[src/rtl/adc_seq_pkg.sv]
package adc_seq_pkg;
  localparam int WR_W     = 16;
  localparam int IE_BIT   = 7;
  localparam int MODE_BIT = 0;

  typedef enum logic [2:0] {
    SEL_CHAN  = 3'd0,
    SEL_TRIG  = 3'd1,
    SEL_REPT  = 3'd2,
    SEL_DEPTH = 3'd3,
    SEL_CMPV  = 3'd4
  } reg_sel_e;
endpackage

[src/rtl/adc_seq_regs.sv]
module adc_seq_regs
  import adc_seq_pkg::*;
#(
  parameter int CH_W       = 5,
  parameter int FIFO_DEPTH = 8,
  parameter int DEPTH_W    = 4
) (
  input  logic               clk,
  input  logic               rst_n,
  input  logic               wr_en,
  input  logic [2:0]         wr_sel,
  input  logic [WR_W-1:0]    wr_data,
  output logic               chan_wr,
  output logic               cfg_wr,
  output logic [CH_W-1:0]    wr_ch,
  output logic [CH_W-1:0]    ch_q,
  output logic               ie_q,
  output logic               hw_mode,
  output logic               rept,
  output logic [DEPTH_W-1:0] depth
);
  localparam logic [DEPTH_W-1:0] DMAX = DEPTH_W'(FIFO_DEPTH);

  logic [DEPTH_W-1:0] depth_req;

  always_comb begin
    chan_wr   = wr_en && (wr_sel == SEL_CHAN);
    cfg_wr    = wr_en && (wr_sel == SEL_TRIG || wr_sel == SEL_REPT ||
                          wr_sel == SEL_DEPTH || wr_sel == SEL_CMPV);
    wr_ch     = wr_data[CH_W-1:0];
    depth_req = wr_data[DEPTH_W-1:0];
    if (depth_req > DMAX) depth_req = DMAX;
  end

  always_ff @(posedge clk or negedge rst_n) begin
    if (!rst_n) begin
      ch_q    <= '1;
      ie_q    <= 1'b0;
      hw_mode <= 1'b0;
      rept    <= 1'b0;
      depth   <= '0;
    end else if (wr_en) begin
      case (wr_sel)
        SEL_CHAN: begin
          ch_q <= wr_data[CH_W-1:0];
          ie_q <= wr_data[IE_BIT];
        end
        SEL_TRIG:  hw_mode <= wr_data[MODE_BIT];
        SEL_REPT:  rept    <= wr_data[MODE_BIT];
        SEL_DEPTH: depth   <= depth_req;
        default: ;
      endcase
    end
  end
endmodule

[src/rtl/adc_seq_chfifo.sv]
module adc_seq_chfifo #(
  parameter int CH_W       = 5,
  parameter int FIFO_DEPTH = 8,
  parameter int DEPTH_W    = 4,
  parameter int IDX_W      = 3
) (
  input  logic               clk,
  input  logic               rst_n,
  input  logic               flush,
  input  logic               push,
  input  logic [CH_W-1:0]    push_ch,
  input  logic [IDX_W-1:0]   rd_idx,
  output logic [DEPTH_W-1:0] cnt,
  output logic [CH_W-1:0]    rd_ch
);
  logic [CH_W-1:0]    slot [FIFO_DEPTH];
  logic [DEPTH_W-1:0] wpos;
  logic               wr_ok;

  assign wpos  = flush ? '0 : cnt;
  assign wr_ok = push && (wpos < DEPTH_W'(FIFO_DEPTH));
  assign rd_ch = slot[rd_idx];

  for (genvar i = 0; i < FIFO_DEPTH; i++) begin : g_slot
    always_ff @(posedge clk or negedge rst_n) begin
      if (!rst_n) slot[i] <= '0;
      else if (wr_ok && wpos == DEPTH_W'(i)) slot[i] <= push_ch;
    end
  end

  always_ff @(posedge clk or negedge rst_n) begin
    if (!rst_n)     cnt <= '0;
    else if (wr_ok) cnt <= wpos + DEPTH_W'(1);
    else if (flush) cnt <= '0;
  end
endmodule

[src/rtl/adc_seq_core.sv]
module adc_seq_core #(
  parameter int CH_W    = 5,
  parameter int DEPTH_W = 4,
  parameter int IDX_W   = 3
) (
  input  logic               clk,
  input  logic               rst_n,
  input  logic               chan_wr,
  input  logic               cfg_wr,
  input  logic [CH_W-1:0]    wr_ch,
  input  logic [CH_W-1:0]    ch_q,
  input  logic               hw_mode,
  input  logic               rept,
  input  logic [DEPTH_W-1:0] depth,
  input  logic               stop_abort,
  input  logic               hw_trig,
  input  logic               conv_done,
  input  logic [DEPTH_W-1:0] fifo_cnt,
  input  logic [CH_W-1:0]    fifo_ch,
  output logic               fifo_push,
  output logic               fifo_flush,
  output logic [IDX_W-1:0]   fifo_idx,
  output logic               start_o,
  output logic               abort_o,
  output logic [CH_W-1:0]    ch_o,
  output logic               accept
);
  localparam logic [CH_W-1:0] CH_OFF = '1;

  logic             busy_q, seq_q;
  logic [IDX_W-1:0] rp_q;

  logic q_mode, wr_valid, abort_ev, full, last;
  logic sw_go, hw_go, rpt_go, seq_go, seq_adv, seq_end, start_now;
  logic [CH_W-1:0] ch_n;

  always_comb begin
    q_mode   = depth != '0;
    wr_valid = wr_ch != CH_OFF;
    abort_ev = chan_wr | cfg_wr | stop_abort;
    accept   = conv_done & busy_q & ~start_o & ~abort_ev;
    full     = q_mode & (fifo_cnt == depth);
    last     = (DEPTH_W'(rp_q) + DEPTH_W'(1)) == depth;

    // single-channel operation
    sw_go  = ~q_mode & chan_wr & wr_valid & ~hw_mode & ~stop_abort;
    hw_go  = ~q_mode & hw_mode & hw_trig & (ch_q != CH_OFF) & ~busy_q & ~abort_ev;
    rpt_go = ~q_mode & accept & rept;

    // queued operation
    seq_go  = full & ~seq_q & ~abort_ev & (~hw_mode | hw_trig);
    seq_adv = q_mode & seq_q & accept & (~last | rept);
    seq_end = q_mode & seq_q & accept & last & ~rept;

    start_now = sw_go | hw_go | rpt_go | seq_go | seq_adv;

    fifo_push  = q_mode & chan_wr & wr_valid & ~stop_abort;
    fifo_flush = cfg_wr | stop_abort | seq_end |
                 (q_mode & chan_wr & (~wr_valid | seq_q | full));

    if (abort_ev || seq_go)  fifo_idx = '0;
    else if (seq_adv)        fifo_idx = last ? '0 : rp_q + IDX_W'(1);
    else                     fifo_idx = rp_q;

    if (sw_go)                 ch_n = wr_ch;
    else if (seq_go || seq_adv) ch_n = fifo_ch;
    else                       ch_n = ch_q;
  end

  always_ff @(posedge clk or negedge rst_n) begin
    if (!rst_n) begin
      busy_q  <= 1'b0;
      seq_q   <= 1'b0;
      rp_q    <= '0;
      start_o <= 1'b0;
      abort_o <= 1'b0;
      ch_o    <= '0;
    end else begin
      start_o <= start_now;
      abort_o <= abort_ev & busy_q;
      rp_q    <= fifo_idx;
      if (start_now) ch_o <= ch_n;

      if (abort_ev)       busy_q <= sw_go;
      else if (start_now) busy_q <= 1'b1;
      else if (accept)    busy_q <= 1'b0;

      if (abort_ev || seq_end) seq_q <= 1'b0;
      else if (seq_go)         seq_q <= 1'b1;
    end
  end
endmodule

[src/rtl/adc_seq_result.sv]
module adc_seq_result #(
  parameter int RES_W = 12
) (
  input  logic             clk,
  input  logic             rst_n,
  input  logic             accept,
  input  logic [RES_W-1:0] data,
  input  logic             rd_en,
  input  logic             clr,
  input  logic             ie,
  output logic [RES_W-1:0] result,
  output logic             coco,
  output logic             irq
);
  always_ff @(posedge clk or negedge rst_n) begin
    if (!rst_n) begin
      result <= '0;
      coco   <= 1'b0;
      irq    <= 1'b0;
    end else if (accept) begin
      result <= data;
      coco   <= 1'b1;
      irq    <= ie;
    end else if (rd_en || clr) begin
      coco <= 1'b0;
      irq  <= 1'b0;
    end
  end
endmodule

[src/rtl/adc_seq_ctrl.sv]
module adc_seq_ctrl
  import adc_seq_pkg::*;
#(
  parameter int CH_W       = 5,
  parameter int RES_W      = 12,
  parameter int FIFO_DEPTH = 8
) (
  input  logic             clk,
  input  logic             rst_n,
  input  logic             wr_en,
  input  logic [2:0]       wr_sel,
  input  logic [WR_W-1:0]  wr_data,
  input  logic             rd_en,
  input  logic             hw_trig,
  input  logic             stop_req,
  input  logic             aclk_en,
  output logic             conv_start,
  output logic             conv_abort,
  output logic [CH_W-1:0]  conv_ch,
  input  logic             conv_done,
  input  logic [RES_W-1:0] conv_data,
  output logic [RES_W-1:0] result,
  output logic             coco,
  output logic             irq
);
  localparam int DEPTH_W = $clog2(FIFO_DEPTH + 1);
  localparam int IDX_W   = (FIFO_DEPTH > 1) ? $clog2(FIFO_DEPTH) : 1;

  logic               chan_wr, cfg_wr, ie_q, hw_mode, rept, accept;
  logic [CH_W-1:0]    wr_ch, ch_q, fifo_ch;
  logic [DEPTH_W-1:0] depth, fifo_cnt;
  logic               fifo_push, fifo_flush, stop_abort;
  logic [IDX_W-1:0]   fifo_idx;

  assign stop_abort = stop_req & ~aclk_en;

  adc_seq_regs #(.CH_W(CH_W), .FIFO_DEPTH(FIFO_DEPTH), .DEPTH_W(DEPTH_W)) u_regs (
    .clk(clk), .rst_n(rst_n), .wr_en(wr_en), .wr_sel(wr_sel), .wr_data(wr_data),
    .chan_wr(chan_wr), .cfg_wr(cfg_wr), .wr_ch(wr_ch), .ch_q(ch_q), .ie_q(ie_q),
    .hw_mode(hw_mode), .rept(rept), .depth(depth)
  );

  adc_seq_chfifo #(.CH_W(CH_W), .FIFO_DEPTH(FIFO_DEPTH), .DEPTH_W(DEPTH_W), .IDX_W(IDX_W)) u_fifo (
    .clk(clk), .rst_n(rst_n), .flush(fifo_flush), .push(fifo_push), .push_ch(wr_ch),
    .rd_idx(fifo_idx), .cnt(fifo_cnt), .rd_ch(fifo_ch)
  );

  adc_seq_core #(.CH_W(CH_W), .DEPTH_W(DEPTH_W), .IDX_W(IDX_W)) u_core (
    .clk(clk), .rst_n(rst_n), .chan_wr(chan_wr), .cfg_wr(cfg_wr), .wr_ch(wr_ch),
    .ch_q(ch_q), .hw_mode(hw_mode), .rept(rept), .depth(depth),
    .stop_abort(stop_abort), .hw_trig(hw_trig), .conv_done(conv_done),
    .fifo_cnt(fifo_cnt), .fifo_ch(fifo_ch), .fifo_push(fifo_push),
    .fifo_flush(fifo_flush), .fifo_idx(fifo_idx), .start_o(conv_start),
    .abort_o(conv_abort), .ch_o(conv_ch), .accept(accept)
  );

  adc_seq_result #(.RES_W(RES_W)) u_res (
    .clk(clk), .rst_n(rst_n), .accept(accept), .data(conv_data), .rd_en(rd_en),
    .clr(chan_wr), .ie(ie_q), .result(result), .coco(coco), .irq(irq)
  );
endmodule

[config.mk]
export PLATFORM = sky130hd
export DESIGN_NAME = adc_seq_ctrl
export DESIGN_NICKNAME = d
export VERILOG_FILES = /design/src/rtl/adc_seq_pkg.sv /design/src/rtl/adc_seq_regs.sv /design/src/rtl/adc_seq_chfifo.sv /design/src/rtl/adc_seq_core.sv /design/src/rtl/adc_seq_result.sv /design/src/rtl/adc_seq_ctrl.sv
export SDC_FILE = /design/constraint.sdc
export NUM_CORES = 1
export LEC_CHECK = 0
export ABC_CLOCK_PERIOD_IN_PS = 5800
export BUFFER_PORTS_ARGS = -buffer_cell sky130_fd_sc_hd__buf_2
export CAP_MARGIN = 20
export CORE_MARGIN = 2
export CORE_UTILIZATION = 55
export DETAILED_ROUTE_END_ITERATION = 8
export GPL_TIMING_DRIVEN = 0
export HOLD_SLACK_MARGIN = 0.08
export PLACE_DENSITY = 0.77
export SETUP_SLACK_MARGIN = 0.4
export SYNTH_ARGS = -nofsm -noshare
export SYNTH_HDL_FRONTEND = slang
export SYNTH_HIERARCHICAL = 1
export SYNTH_SLANG_ARGS = --single-unit
[constraint.sdc]
create_clock -name clk -period 5.8 [get_ports clk]
set_input_delay 0 -clock clk [delete_from_list [all_inputs] [get_ports clk]]
set_output_delay 0 -clock clk [all_outputs]
set_load 0.01 [all_outputs]
Yosys cells after proc, flatten, opt, wreduce, memory -nomap -nowiden
Index checks and enable logic that the tools add are counted.
{"block": "totals", "reg_bits": 82, "latchBits": 0, "ramBits": 0, "rom_bits": 0, "input_bits": 39, "output_inout_bits": 21, "elab_cells": 145, "n_memories": 0}
{"block": "classes", "n_addsub": 3, "mul": 0, "n_div": 0, "magnitude_cmp": 3, "eq_ne": 15, "shift": 0, "n_mux": 19, "bitwise": 54, "n_reduce_logical": 28}
{"cell": "$and A1 B1 Y1", "n": 29}
{"cell": "$mux W5", "n": 4}
{"cell": "$eq A4 B3 Y1 const B", "n": 4}
{"cell": "$bmux W5 S3", "n": 1}
{"cell": "$or A1 B1 Y1", "n": 13}
{"cell": "$mux W4", "n": 3}
{"cell": "$logic_and A1 B1 Y1", "n": 11}
{"cell": "$not A1 Y1", "n": 11}
{"cell": "$ne A5 B5 Y1 const B", "n": 2}
{"cell": "$mux W3", "n": 3}
{"cell": "$eq A4 B2 Y1 const B", "n": 2}
{"cell": "$eq A4 B4 Y1", "n": 2}
{"cell": "$mux W1", "n": 8}
{"cell": "$reduce_and A2 Y1", "n": 4}
{"cell": "$logic_or A1 B1 Y1", "n": 7}
{"cell": "$eq A3 B2 Y1 const B", "n": 2}
{"cell": "$add A3 B1 Y4 const B", "n": 1}
{"cell": "$add A4 B1 Y4 const B", "n": 1}
{"cell": "$eq A4 B1 Y1 const B", "n": 1}
{"cell": "$ge A4 B4 Y1 const B", "n": 1}
{"cell": "$gt A4 B4 Y1 const B", "n": 1}
{"cell": "$logic_not A4 Y1", "n": 1}
{"cell": "$lt A4 B4 Y1 const B", "n": 1}
{"cell": "$not A3 Y4", "n": 1}
{"cell": "7 further kinds", "n": 8}

Depth between registers and ports, before layout
{"block": "logic_depth", "ltp_word": 19, "mapped_depth": 14, "depth_no_buf": 12}

Cells and area by module
Netlist, hierarchy kept.
{"module": "adc_seq_chfifo", "instances": 1, "cells_each": 129, "area_each_um2": 2064.5, "seq_area_each_um2": 1101.1}
{"module": "adc_seq_core", "instances": 1, "cells_each": 125, "area_each_um2": 1157.4, "seq_area_each_um2": 300.3}
{"module": "adc_seq_result", "instances": 1, "cells_each": 32, "area_each_um2": 575.6, "seq_area_each_um2": 350.3}
{"module": "adc_seq_regs", "instances": 1, "cells_each": 39, "area_each_um2": 571.8, "seq_area_each_um2": 306.5}
{"module": "adc_seq_ctrl", "instances": 1, "cells_each": 1, "area_each_um2": 13.8, "seq_area_each_um2": 0.0}

Least setup slack after synthesis
No wires, ideal clock.
{"block": "synth_timing", "path_type": "register to register", "from": "register u_core.rp_q[0]", "to": "register u_core.ch_o[1]", "setup_ns": 0.133, "arrival_ns": 3.096, "required_time_ns": 5.667, "path_slack_ns": 2.571, "path_stages_with_launch": 14, "path_buffers": 3, "period_less_slack_ns": 3.229, "cell_sequence": "dfrtp_1 -> ha_1 -> xor2_1 -> nor3_1 -> o21a_1 -> buf_6 -> buf_6 -> o21ai_0 -> a21oi_1 -> buf_6 -> mux4_1 -> mux2_2 -> o32ai_1 -> o41ai_2"}
{"block": "synth_via", "elab_chain_cells": 13, "word_cells_on_any_way": 17, "cone_classes": "2 x add/sub; 1 x eq/ne; 8 x mux; 5 x bitwise; 1 x reduce/logical"}
{"element": "from (decl)", "line_no": "adc_seq_core.sv:31", "text": "logic [IDX_W-1:0] rp_q;"}
{"element": "from (signal assigned)", "line_no": "adc_seq_core.sv:81", "text": "rp_q <= fifo_idx;"}
{"element": "$add A3 B1 Y4", "line_no": "adc_seq_core.sv:43", "text": "last = (DEPTH_W'(rp_q) + DEPTH_W'(1)) == depth;"}
{"element": "$eq A4 B4 Y1", "line_no": "adc_seq_core.sv:43"}
{"element": "$not A1 Y1", "line_no": "adc_seq_core.sv:52", "text": "seq_adv = q_mode & seq_q & accept & (~last | rept);"}
{"element": "$or A1 B1 Y1", "line_no": "adc_seq_core.sv:52"}
{"element": "$and A1 B1 Y1", "line_no": "adc_seq_core.sv:52"}
{"element": "$mux W3 *", "line_no": "adc_seq_core.sv:62", "text": "else if (seq_adv) fifo_idx = last ? '0 : rp_q + IDX_W'(1);"}
{"element": "$mux W3 *", "line_no": "adc_seq_core.sv:61", "text": "if (abort_ev || seq_go) fifo_idx = '0;"}
{"element": "net fifo_idx[1]", "line_no": "adc_seq_ctrl.sv:33", "text": "logic [IDX_W-1:0] fifo_idx;"}
{"element": "$not A3 Y4 (implied by the code) *", "line_no": "adc_seq_chfifo.sv:22", "text": "assign rd_ch = slot[rd_idx];"}
{"element": "$bmux W5 S3 *", "line_no": "adc_seq_chfifo.sv:22"}
{"element": "$mux W5 (implied by the code) * (2 in series)", "line_no": "adc_seq_chfifo.sv:22"}
{"element": "net fifo_ch[1]", "line_no": "adc_seq_ctrl.sv:30", "text": "logic [CH_W-1:0] wr_ch, ch_q, fifo_ch;"}
{"element": "$mux W5 *", "line_no": "adc_seq_core.sv:66", "text": "else if (seq_go || seq_adv) ch_n = fifo_ch;"}
{"element": "$mux W5 *", "line_no": "adc_seq_core.sv:65", "text": "if (sw_go) ch_n = wr_ch;"}
{"element": "to (signal assigned)", "line_no": "adc_seq_core.sv:82", "text": "if (start_now) ch_o <= ch_n;"}
{"element": "to (decl)", "line_no": "adc_seq_core.sv:25", "text": "output logic [CH_W-1:0] ch_o,"}
Mark *: on every way through the listed nets, which the timed path passes. The rest lies on a longest branch. The select of a mux whose other input is x is not followed.
A chain may end at the register's enable or synchronous reset.

Final worst setup path
Same ends and word-level chain as after synthesis.

==> flow_summary.json <==
{
  "timing.final.ws_setup_ps": 2059,
  "rows": 32,
  "ys_seq_area_frac": 0.4696,
  "cap_viol_max_count": 0,
  "drc_errors": 0,
  "crit_top_cell": "buf_6",
  "status": "finished clean",
  "place_ws_ps": 1889,
  "syn_nets": 366,
  "grt_max_degree": 58,
  "worst_slew_pin_slew_ps": 775.9,
  "powerDensity_nw_per_um2": 305.5,
  "drtIter0Drc": 155,
  "mappedNetlistArea_sq_um": 4383,
  "io_buffers": 49,
  "crit_family": "compound AO/OA/AOI/OAI gates",
  "fin_crit_sh": 0.6450,
  "final_hold_viol_count": 0,
  "die_w_um": 93.27,
  "die_h_um": 93.27,
  "core_sq_um": 7727,
  "clkSinkCount": 82,
  "ir_drop_v": 0.0001874,
  "viasPerCell": 5.862,
  "rsz0062_at_grt": "false",
  "finalSetupViolations": 0,
  "cts_tree": "done",
  "num_vias": 3007,
  "root_buffer": "clkbuf_8",
  "io_pins": 60,
  "met2_length_mm": 4.940,
  "dp_hpwl_mm": 6.563,
  "h-tree-depth": 3,
  "slowest_delay_ps": 480,
  "detail-route-antenna-nets": 0,
  "p_leak_nw": 2.427,
  "drive_gt1_frac": 0.4282,
  "power_mw": 1.583,
  "startpoint_type": "flop",
  "crit_arrival_ps": 3970,
  "min_period_ps": 3741,
  "avgRoutedWirePerCell_um": 18.91,
  "cts_buffer_depth": 2,
  "slew_headroom": 0.4805,
  "yosys.cell_types.count": 62,
  "grt_use_total": 0.2362,
  "synthCells": 326,
  "synth-edff-count": 0,
  "synth-warning-count": 6,
  "grt_pass1_wl_mm": 15.63,
  "grt_pass1_vias": 3190,
  "hp-class": "in -> async",
  "final_util": 0.6703,
  "seqCellArea_sq_um": 2058,
  "wl_met3_um": 355,
  "routed.top_layer": "met4",
  "ys.flop_type": "dfrtp_1",
  "multiInputGateArea_sq_um": 2141,
  "crit_buf_inv": 3,
  "diodes": 0,
  "start_util": 0.5672,
  "fin_skew_ps": 10.79,
  "clkLatencyLatePin_ps": 360,
  "worstPathMaxFanout": 10,
  "setup.worst_path.end_class": "flop",
  "ys_async_sr_fraction": 1.000,
  "fmax_mhz": 267.3,
  "path_cells": "ha_1 -> xor2_1 -> nor3_1 -> o21a_1 -> buf_6 -> buf_6 -> o21ai_0 -> a21oi_1 -> clkbuf_1 -> mux4_1 -> mux2_2 -> o32ai_1 -> o41ai_2",
  "setup_tns_ps": 0,
  "first_pass_iters": 4,
  "grt_antenna_before_repair": 0,
  "gr-total-overflow": 0,
  "syn2layout_area_growth_pct": 18.18,
  "cts-resized-gates": 0,
  "maxSlewViolCount": 0,
  "nets": 447,
  "crit_type": "reg -> reg",
  "syn_avg_cell_area_sq_um": 13.44,
  "ys_ff_latch": 82,
  "slowest_stage": "clkbuf_1",
  "numCtsBuffers": 9,
  "n_fill_cell": 561,
  "routed_wl_mm": 9.700,
  "gp_congestion": 0.8935,
  "cp.required_ps": 6030,
  "path_clk_slew_ps": 90,
  "dieArea_sq_um": 8699,
  "drt-met1-wl_mm": 4.184
}
## flip-flops by register name (all words and copies together), names as in the netlist
signal	cells
u_res/irq	1
u_regs/rept	1
u_regs/depth	4
u_res/result	12
u_core/start_o	1
u_fifo/slot	40
u_fifo/cnt	4
u_res/coco	1
u_core/ch_o	5
u_core/rp_q	3
u_regs/ie_q	1
u_core/busy_q	1
u_core/seq_q	1
u_regs/hw_mode	1
u_regs/ch_q	5
u_core/abort_o	1
## logic make-up after synthesis
kind of cell | count (synthesis) | synth area share
xor gates and xnor gates | 7 | 0.01399
AOI/OAI and AO/OA | 52 | 0.09878
muxes | 84 | 0.2555
DFF | 82 | 0.4696
buffers and inverters | 25 | 0.04196
and+or+nand+nor | 75 | 0.1173
adders and majority gates | 1 | 0.002854
## layer usage
| metal | vias to the layer above | track usage |
|---|---|---|
| met4 | 0 | 0.1029 |
| met2 | 74 | 0.4059 |
| met3 | 18 | 0.03465 |
| li1 | 1399 | - |
| met1 | 1516 | 0.2971 |
| met5 | - | 0 |
## timing repair
action	CTS	global route
hold buffers	20	0
hold endpoints to repair	105	0
buffers inserted	0	0
## placed cells by master (no fill, tap or decap), drive strengths merged, types with 6 or more instances in the layout
cell / instances
mux4: 10
buf: 66
o21ai: 11
o211ai: 8
nand2: 9
dfrtp: 77
nor2b: 9
clkbuf: 12
mux2: 69
inv: 8
nor2: 14
o2111ai: 6
nand2b: 7
dlygate4sd3: 20
## layout make-up
cell class,count,area share
Buffer,17,0.02971
Tap cell,102,0.02464
Multi-Input combinational cell,219,0.4133
Clock inverter,4,0.01014
Timing Repair Buffer,70,0.09179
Clock buffer,11,0.02729
Sequential cell,82,0.3973
Inverter,8,0.005797
## Yosys cell counts (5+ instances only)
| library cell | n | share of area |
|---|---|---|
| buf_4 | 7 | 0.012 |
| buf_6 | 6 | 0.015 |
| dfrtp_1 | 77 | 0.44 |
| dfstp_2 | 5 | 0.030 |
| inv_1 | 8 | 0.0069 |
| mux2_2 | 61 | 0.16 |
| mux2_4 | 8 | 0.027 |
| mux2i_1 | 5 | 0.011 |
| mux4_1 | 10 | 0.060 |
| nand2_1 | 9 | 0.0077 |
| nand2b_1 | 7 | 0.010 |
| nor2_1 | 14 | 0.012 |
| nor2b_1 | 6 | 0.0086 |
| o2111ai_1 | 6 | 0.012 |
| o211ai_1 | 7 | 0.012 |
| o21ai_0 | 10 | 0.011 |
| o41ai_2 | 5 | 0.019 |
| xnor2_1 | 5 | 0.010 |
## through the flow
stage                     instances  hold WS (ps)  cell area [sq um]
after floorplan                 326        -295.6               4383
after global placement          477         231.1               4756
after detailed placement        478        -60.44               4786
after CTS                       513         95.78               5180
after global routing            513         115.5               5180
final                           513         95.06               5180
## worst paths after layout
check	start	endpoint	slack (ps)	cells after the start
max	u_core/rp_q[0]	u_core/ch_o[1]	2060	13
min	rst_n	u_fifo/cnt[1]	100	2
max reg2reg	u_core/rp_q[0]	u_core/ch_o[1]	2060	13
min reg2reg	u_res/coco	u_res/coco	490	1
max in group asynchronous	rst_n	u_regs/ch_q[4]	5070	3
min in group clk	wr_sel[0]	u_regs/rept	110	3
## report_power, final
part           internal, mW  switching [mW]
registers             0.673          0.0631
logic                 0.233           0.199
clock network         0.208           0.206
No activity file was read; power rests on OpenSTA's default activity.
